File: src/rtl/qfc_pkg.sv
package qfc_pkg;
  localparam int EV_W        = 8;
  localparam int TRIG_W      = 3;
  localparam int TX_TRIG_LSB = 5;
  localparam int RX_TRIG_LSB = 2;
  localparam int TX_FLUSH_B  = 1;
  localparam int RX_FLUSH_B  = 0;

  localparam int B_PKT   = 7;
  localparam int B_ALL   = 6;
  localparam int B_OVF   = 5;
  localparam int B_UNF   = 4;
  localparam int B_NACK  = 3;
  localparam int B_ARB   = 2;
  localparam int B_TXREQ = 1;
  localparam int B_RXREQ = 0;

  typedef enum logic [1:0] {
    SEL_CTRL = 2'd0,
    SEL_FSTA = 2'd1,
    SEL_MASK = 2'd2,
    SEL_STAT = 2'd3
  } reg_sel_e;
endpackage

File: src/rtl/qfc_flush.sv
module qfc_flush (
  input  logic clk,
  input  logic rst,
  input  logic start,
  input  logic done,
  output logic pend
);
  always_ff @(posedge clk) begin
    if (rst)        pend <= 1'b0;
    else if (start) pend <= 1'b1;
    else if (done)  pend <= 1'b0;
  end
endmodule

File: src/rtl/qfc_level.sv
module qfc_level #(
  parameter int CNT_W  = 4,
  parameter int TRIG_W = 3
) (
  input  logic [CNT_W-1:0]  tx_free,
  input  logic [CNT_W-1:0]  rx_fill,
  input  logic [TRIG_W-1:0] tx_trig,
  input  logic [TRIG_W-1:0] rx_trig,
  output logic              tx_req,
  output logic              rx_req
);
  localparam int CMP_W = CNT_W + TRIG_W + 1;

  logic [CMP_W-1:0] free_x, fill_x, txt_x, rxt_x;

  always_comb begin
    free_x = CMP_W'(tx_free);
    fill_x = CMP_W'(rx_fill);
    txt_x  = CMP_W'(tx_trig);
    rxt_x  = CMP_W'(rx_trig);
    rx_req = fill_x > rxt_x;
    tx_req = free_x >= (txt_x + CMP_W'(1));
  end
endmodule

File: src/rtl/qfc_evstat.sv
module qfc_evstat #(
  parameter int N = 8
) (
  input  logic         clk,
  input  logic         rst,
  input  logic [N-1:0] set_vec,
  input  logic [N-1:0] clr_vec,
  output logic [N-1:0] stat
);
  for (genvar i = 0; i < N; i++) begin : g_bit
    always_ff @(posedge clk) begin
      if (rst)             stat[i] <= 1'b0;
      else if (set_vec[i]) stat[i] <= 1'b1;
      else if (clr_vec[i]) stat[i] <= 1'b0;
    end
  end
endmodule

File: src/rtl/qfc_unit.sv
module qfc_unit
  import qfc_pkg::*;
#(
  parameter int CNT_W  = 4,
  parameter int DATA_W = 32
) (
  input  logic              clk,
  input  logic              rst,
  input  logic              reg_wr,
  input  logic              reg_rd,
  input  logic [1:0]        reg_addr,
  input  logic [7:0]        reg_wdata,
  output logic [7:0]        reg_rdata,
  input  logic [CNT_W-1:0]  tx_free,
  input  logic [CNT_W-1:0]  rx_fill,
  input  logic              tx_push,
  output logic              tx_accept,
  input  logic              rx_pop,
  input  logic [DATA_W-1:0] rx_mem_data,
  output logic [DATA_W-1:0] rx_word,
  output logic              tx_flush_req,
  output logic              rx_flush_req,
  input  logic              tx_flush_done,
  input  logic              rx_flush_done,
  input  logic              ev_pkt_done,
  input  logic              ev_all_done,
  input  logic              ev_nack,
  input  logic              ev_arb_lost,
  output logic              irq
);
  localparam int REG_W = 8;
  localparam int HALF  = REG_W / 2;

  logic [TRIG_W-1:0] tx_trig_q, rx_trig_q;
  logic [EV_W-1:0]   mask_q, stat_q, set_vec, clr_vec;
  logic              wr_ctrl, wr_mask, wr_stat;
  logic              tx_req, rx_req, tx_empty_slot, rx_empty;
  logic [1:0]        flush_start, flush_done, flush_pend;

  assign wr_ctrl = reg_wr && (reg_addr == SEL_CTRL);
  assign wr_mask = reg_wr && (reg_addr == SEL_MASK);
  assign wr_stat = reg_wr && (reg_addr == SEL_STAT);

  assign tx_empty_slot = (tx_free == '0);
  assign rx_empty      = (rx_fill == '0);
  assign tx_accept     = tx_push && !tx_empty_slot;

  always_ff @(posedge clk) begin
    if (rst) begin
      tx_trig_q <= '0;
      rx_trig_q <= '0;
    end else if (wr_ctrl) begin
      tx_trig_q <= reg_wdata[TX_TRIG_LSB +: TRIG_W];
      rx_trig_q <= reg_wdata[RX_TRIG_LSB +: TRIG_W];
    end
  end

  assign flush_start[0] = wr_ctrl && reg_wdata[RX_FLUSH_B];
  assign flush_start[1] = wr_ctrl && reg_wdata[TX_FLUSH_B];
  assign flush_done     = {tx_flush_done, rx_flush_done};

  for (genvar d = 0; d < 2; d++) begin : g_flush
    qfc_flush u_flush (
      .clk   (clk),
      .rst   (rst),
      .start (flush_start[d]),
      .done  (flush_done[d]),
      .pend  (flush_pend[d])
    );
  end

  assign rx_flush_req = flush_pend[0];
  assign tx_flush_req = flush_pend[1];

  qfc_level #(.CNT_W(CNT_W), .TRIG_W(TRIG_W)) u_level (
    .tx_free (tx_free),
    .rx_fill (rx_fill),
    .tx_trig (tx_trig_q),
    .rx_trig (rx_trig_q),
    .tx_req  (tx_req),
    .rx_req  (rx_req)
  );

  always_comb begin
    set_vec          = '0;
    set_vec[B_PKT]   = ev_pkt_done;
    set_vec[B_ALL]   = ev_all_done;
    set_vec[B_OVF]   = tx_push && tx_empty_slot;
    set_vec[B_UNF]   = rx_pop && rx_empty;
    set_vec[B_NACK]  = ev_nack;
    set_vec[B_ARB]   = ev_arb_lost;
    set_vec[B_TXREQ] = tx_req;
    set_vec[B_RXREQ] = rx_req;
    clr_vec          = wr_stat ? reg_wdata[EV_W-1:0] : '0;
  end

  qfc_evstat #(.N(EV_W)) u_stat (
    .clk     (clk),
    .rst     (rst),
    .set_vec (set_vec),
    .clr_vec (clr_vec),
    .stat    (stat_q)
  );

  always_ff @(posedge clk) begin
    if (rst)          mask_q <= '0;
    else if (wr_mask) mask_q <= reg_wdata[EV_W-1:0];
  end

  always_ff @(posedge clk) begin
    if (rst) irq <= 1'b0;
    else     irq <= |(stat_q & mask_q);
  end

  always_ff @(posedge clk) begin
    if (rst)         rx_word <= '0;
    else if (rx_pop) rx_word <= rx_empty ? '0 : rx_mem_data;
  end

  always_ff @(posedge clk) begin
    if (rst) begin
      reg_rdata <= '0;
    end else if (reg_rd) begin
      unique case (reg_addr)
        SEL_CTRL: begin
          reg_rdata                              <= '0;
          reg_rdata[TX_TRIG_LSB +: TRIG_W]       <= tx_trig_q;
          reg_rdata[RX_TRIG_LSB +: TRIG_W]       <= rx_trig_q;
          reg_rdata[TX_FLUSH_B]                  <= flush_pend[1];
          reg_rdata[RX_FLUSH_B]                  <= flush_pend[0];
        end
        SEL_FSTA: reg_rdata <= {HALF'(tx_free), HALF'(rx_fill)};
        SEL_MASK: reg_rdata <= REG_W'(mask_q);
        default:  reg_rdata <= REG_W'(stat_q);
      endcase
    end
  end
endmodule

File: config.mk
export PLATFORM = sky130hd
export DESIGN_NAME = qfc_unit
export DESIGN_NICKNAME = d
export VERILOG_FILES = /design/src/rtl/qfc_pkg.sv /design/src/rtl/qfc_flush.sv /design/src/rtl/qfc_level.sv /design/src/rtl/qfc_evstat.sv /design/src/rtl/qfc_unit.sv
export SDC_FILE = /design/constraint.sdc
export NUM_CORES = 1
export LEC_CHECK = 0
export BUFFER_PORTS_ARGS = -buffer_cell sky130_fd_sc_hd__buf_2
export CORE_MARGIN = 1
export CORE_UTILIZATION = 45
export DETAILED_ROUTE_END_ITERATION = 7
export PLACE_DENSITY = 0.75
export SYNTH_ARGS = -nofsm -noshare
export SYNTH_HDL_FRONTEND = slang
export SYNTH_HIERARCHICAL = 1
export SYNTH_SLANG_ARGS = --single-unit
File: constraint.sdc
create_clock -name clk -period 4.3 [get_ports clk]
set_clock_uncertainty 0.15 [all_clocks]
set_input_delay 0.86 -clock clk [delete_from_list [all_inputs] [get_ports clk]]
set_output_delay 0.86 -clock clk [all_outputs]
set_load 0.03 [all_outputs]
==> impl_results.md <==
- End point of the critical path: tx_accept
- Residual DRC: 0
- Crit Path Category: primary input to output pin
- DR pass1 iterations: 4
- Synth Area in Adders: 0.0341
- Worst min path class: flip-flop to flip-flop
- Iteration-0 DRC Markers: just over 80
- Normalized max-slew margin: 0.569
- CP cell instances: buf_2, nor4_1, nor2b_1, buf_2
- Largest family of logic cells by synthesized area: multiplexers
- Initial core utilization: 0.466
- Max VDD drop: approximately 0.25 mV
- Synth top area cells: dfxtp_1 44%, mux2i_1 18%, nor2_1 7.4%
- Fin. Hold Viols: 0
- CTS tree: yes
- GR Util All Layers: 0.193
- CTS hold repair buffers: 0
- Synthesized Nets: around 350
- Ys flop type: dfxtp_1
- Antenna violations before repair: 0
- EDFF count, synth: 0
- Total gr overflow: 0
- Clock Latency Late Sink: between 300 and 400 ps
- Post-cts sizing count: 0
- First-pass GRT wire length: between 10000 and 15000 µm
- Post-synth top cells: 65 x dfxtp_1, 58 x nor2_1, 54 x mux2i_1, 16 x inv_1, 11 x and2_1
- Mapped cell area: roughly 2900 µm²
- Mux share of post-synthesis cell area: 0.248
- Post-CTS Setup Bufs: 0
- Worst R2R Path Depth: 7
- Die area: slightly below 7000 µm²
- Yosys reg bits: 65
- H-tree depth: 3
- CTS root buf: clkbuf_8
- Yosys warnings: 6
- Simple-Gate Fraction of Synth Area: 0.164
- Crit start category: primary input
- CP startpoint: tx_free[3]
- Crit path time final: 2610 ps
- Detail Placement HPWL: 4630 µm
- Vias in the first global route: 2253
- Die width: 82.8 µm
- Synth-to-Final Area Change: 27.0%
- Area share of the leading cell type in the synthesized netlist: 0.443
- Worst-path fanout max: 3
- CP max-delay cell: nor4_1
- Max cap viols: 0
- Total core area: between 6000 and 7000 µm²
- Clk sink count: 65
- Pin slew with the least headroom to its limit: about 650 ps
- Antenna-violating nets left: 0
- Async SR Flop Fraction: 0
- Average cell area after synthesis: roughly 11 µm²
- CTS clk-pin slew, worst paths: roughly 80 ps
- Synth area leader: dfxtp_1
- Largest net degree at the start of global routing: 35
- Most used cell, CP: buf_2
- Most common cell in the netlist: dfxtp_1
- R2R Setup Slk: about 2500 ps
- Sequential-to-total area share from yosys stat: 0.443
- # fillers: about 550
- RSZ-0062 raised after global routing: false
- Die height: 82.8 µm
- Leakage: roughly 0.0019 µW
- Arrival @ worst endpoint: 1600 ps
- IO Pins: 106
- Layout cells sized above 1: 0.389
- R2R Path Start: tx_trig_q[1]
- Gpl congestion: 0.845
- P per Cell Area: ~400 nW/µm²
- Setup Viol. Count Final: 0
- Hold path start: rx_word[10]
- Status: finished clean
- Reg2reg end: u_stat/stat[1]
- Routed wire length: between 6000 and 7000 µm
- Worst-case clock buffer depth: 2
- Slew Viols, Final: 0
- Hold Path Cell Cnt: 2
- Synth Area in XOR/XNOR: 0.00298
- Complex-gate fraction of the synthesized area: 0.0562
- Gate count of the mapped netlist: around 280
- Via count: 2280
- Largest stage delay, worst path: 360 ps
- Post-layout nets: 451
- Routed len/inst: approximately 13 µm
- ANT cells: 0
- Cell variety after synth: 30
- Power Total: approximately 1500 µW
- Inserted Clock Buffers: 9
- Peak Freq: between 300 and 400 MHz
- TNS Setup: 0 ps
- Final period util: 0.606
- # rows: 29
- Worst endpoint required time: between 3000 and 4000 ps
- Vias per cell: approximately 4.9
- Crit path capture type: output pin
- I/O Buffers: around 110
registers in the layout, indices dropped and copies added (netlist names):
register	flops
rx_word	32
mask_q	8
reg_rdata	8
u_stat/stat	8
rx_trig_q	3
tx_trig_q	3
g_flush.u_flush/pend	2
irq	1
per-stage QoR:
stage | setup slack (ps) | cell area [µm²] | hold WS [ps] | util | cells
2_1_floorplan | 1940 | 2940 | 325 | - | 277
3_3_place_gp | 1730 | 3490 | 317 | 0.553 | 447
3_5_place_dp | 1710 | 3490 | 325 | 0.553 | 447
4_1_cts | 1710 | 3730 | 345 | 0.591 | 463
5_1_grt | 1630 | 3730 | 360 | 0.591 | 463
6_report | 1690 | 3730 | 340 | 0.591 | 463
final cells by class:
cell class                 count  area, µm²  area share
sequential                    65       1300       0.349
inverter                      16       60.1      0.0161
clock buffer                  10        128      0.0342
timing repair buffer         108        548       0.147
clock inverter                 6        115      0.0308
multi-input combinational    181       1490       0.398
tap                           77       96.3      0.0258
cell families after synthesis:
family | Yosys count
AOI/OAI and AO/OA | 19
xor gates and xnor gates | 1
adders and majority gates | 8
buffers and inverters | 31
DFF | 65
muxes | 62
and+or+nand+nor | 91
how the worst min path moves through the flow:
stage	slack, ps	to
2_1_floorplan	330	rx_trig_q[2]
3_3_place_gp	320	rx_word[28]
3_5_place_dp	330	rx_word[10]
4_1_cts	340	rx_word[10]
5_1_grt	360	reg_rdata[6]
6_report	340	rx_word[10]
critical path: cells and delay by family:
family	cells	cell delay (ps)
buf+inv	2	290
simple gates	2	440
layout by cell type, fill, tap and decap left out, drive strengths merged:
cell type / count
mux2i: 54
a21oi: 10
nand3: 1
nand2b: 12
a31oi: 1
and3: 2
and2: 11
a31o: 1
a2111oi: 1
a22oi: 4
mux4: 8
xnor2: 1
a2bb2oi: 1
nand3b: 1
bufinv: 3
nor3: 3
nor4: 1
nor2: 58
a41oi: 1
ha: 8
clkinvlp: 1
clkbuf: 10
clkinv: 1
nor2b: 1
dfxtp: 65
buf: 108
nor3b: 1
inv: 17
report_power, final:
part,switching [µW],total [µW],internal [µW]
clock network,237,626,388
logic,124,218,93.1
registers,21.4,655,634
total,383,1500,1120
routing by layer:
| metal | GRT usage | part of all wire |
|---|---|---|
| met1 | 0.246 | 0.47 |
| met2 | 0.306 | 0.46 |
| met3 | 0.0427 | 0.049 |
| met4 | 0.0987 | 0.026 |
| met5 | 0 | 0 |
(Power assumes the default switching activity.)
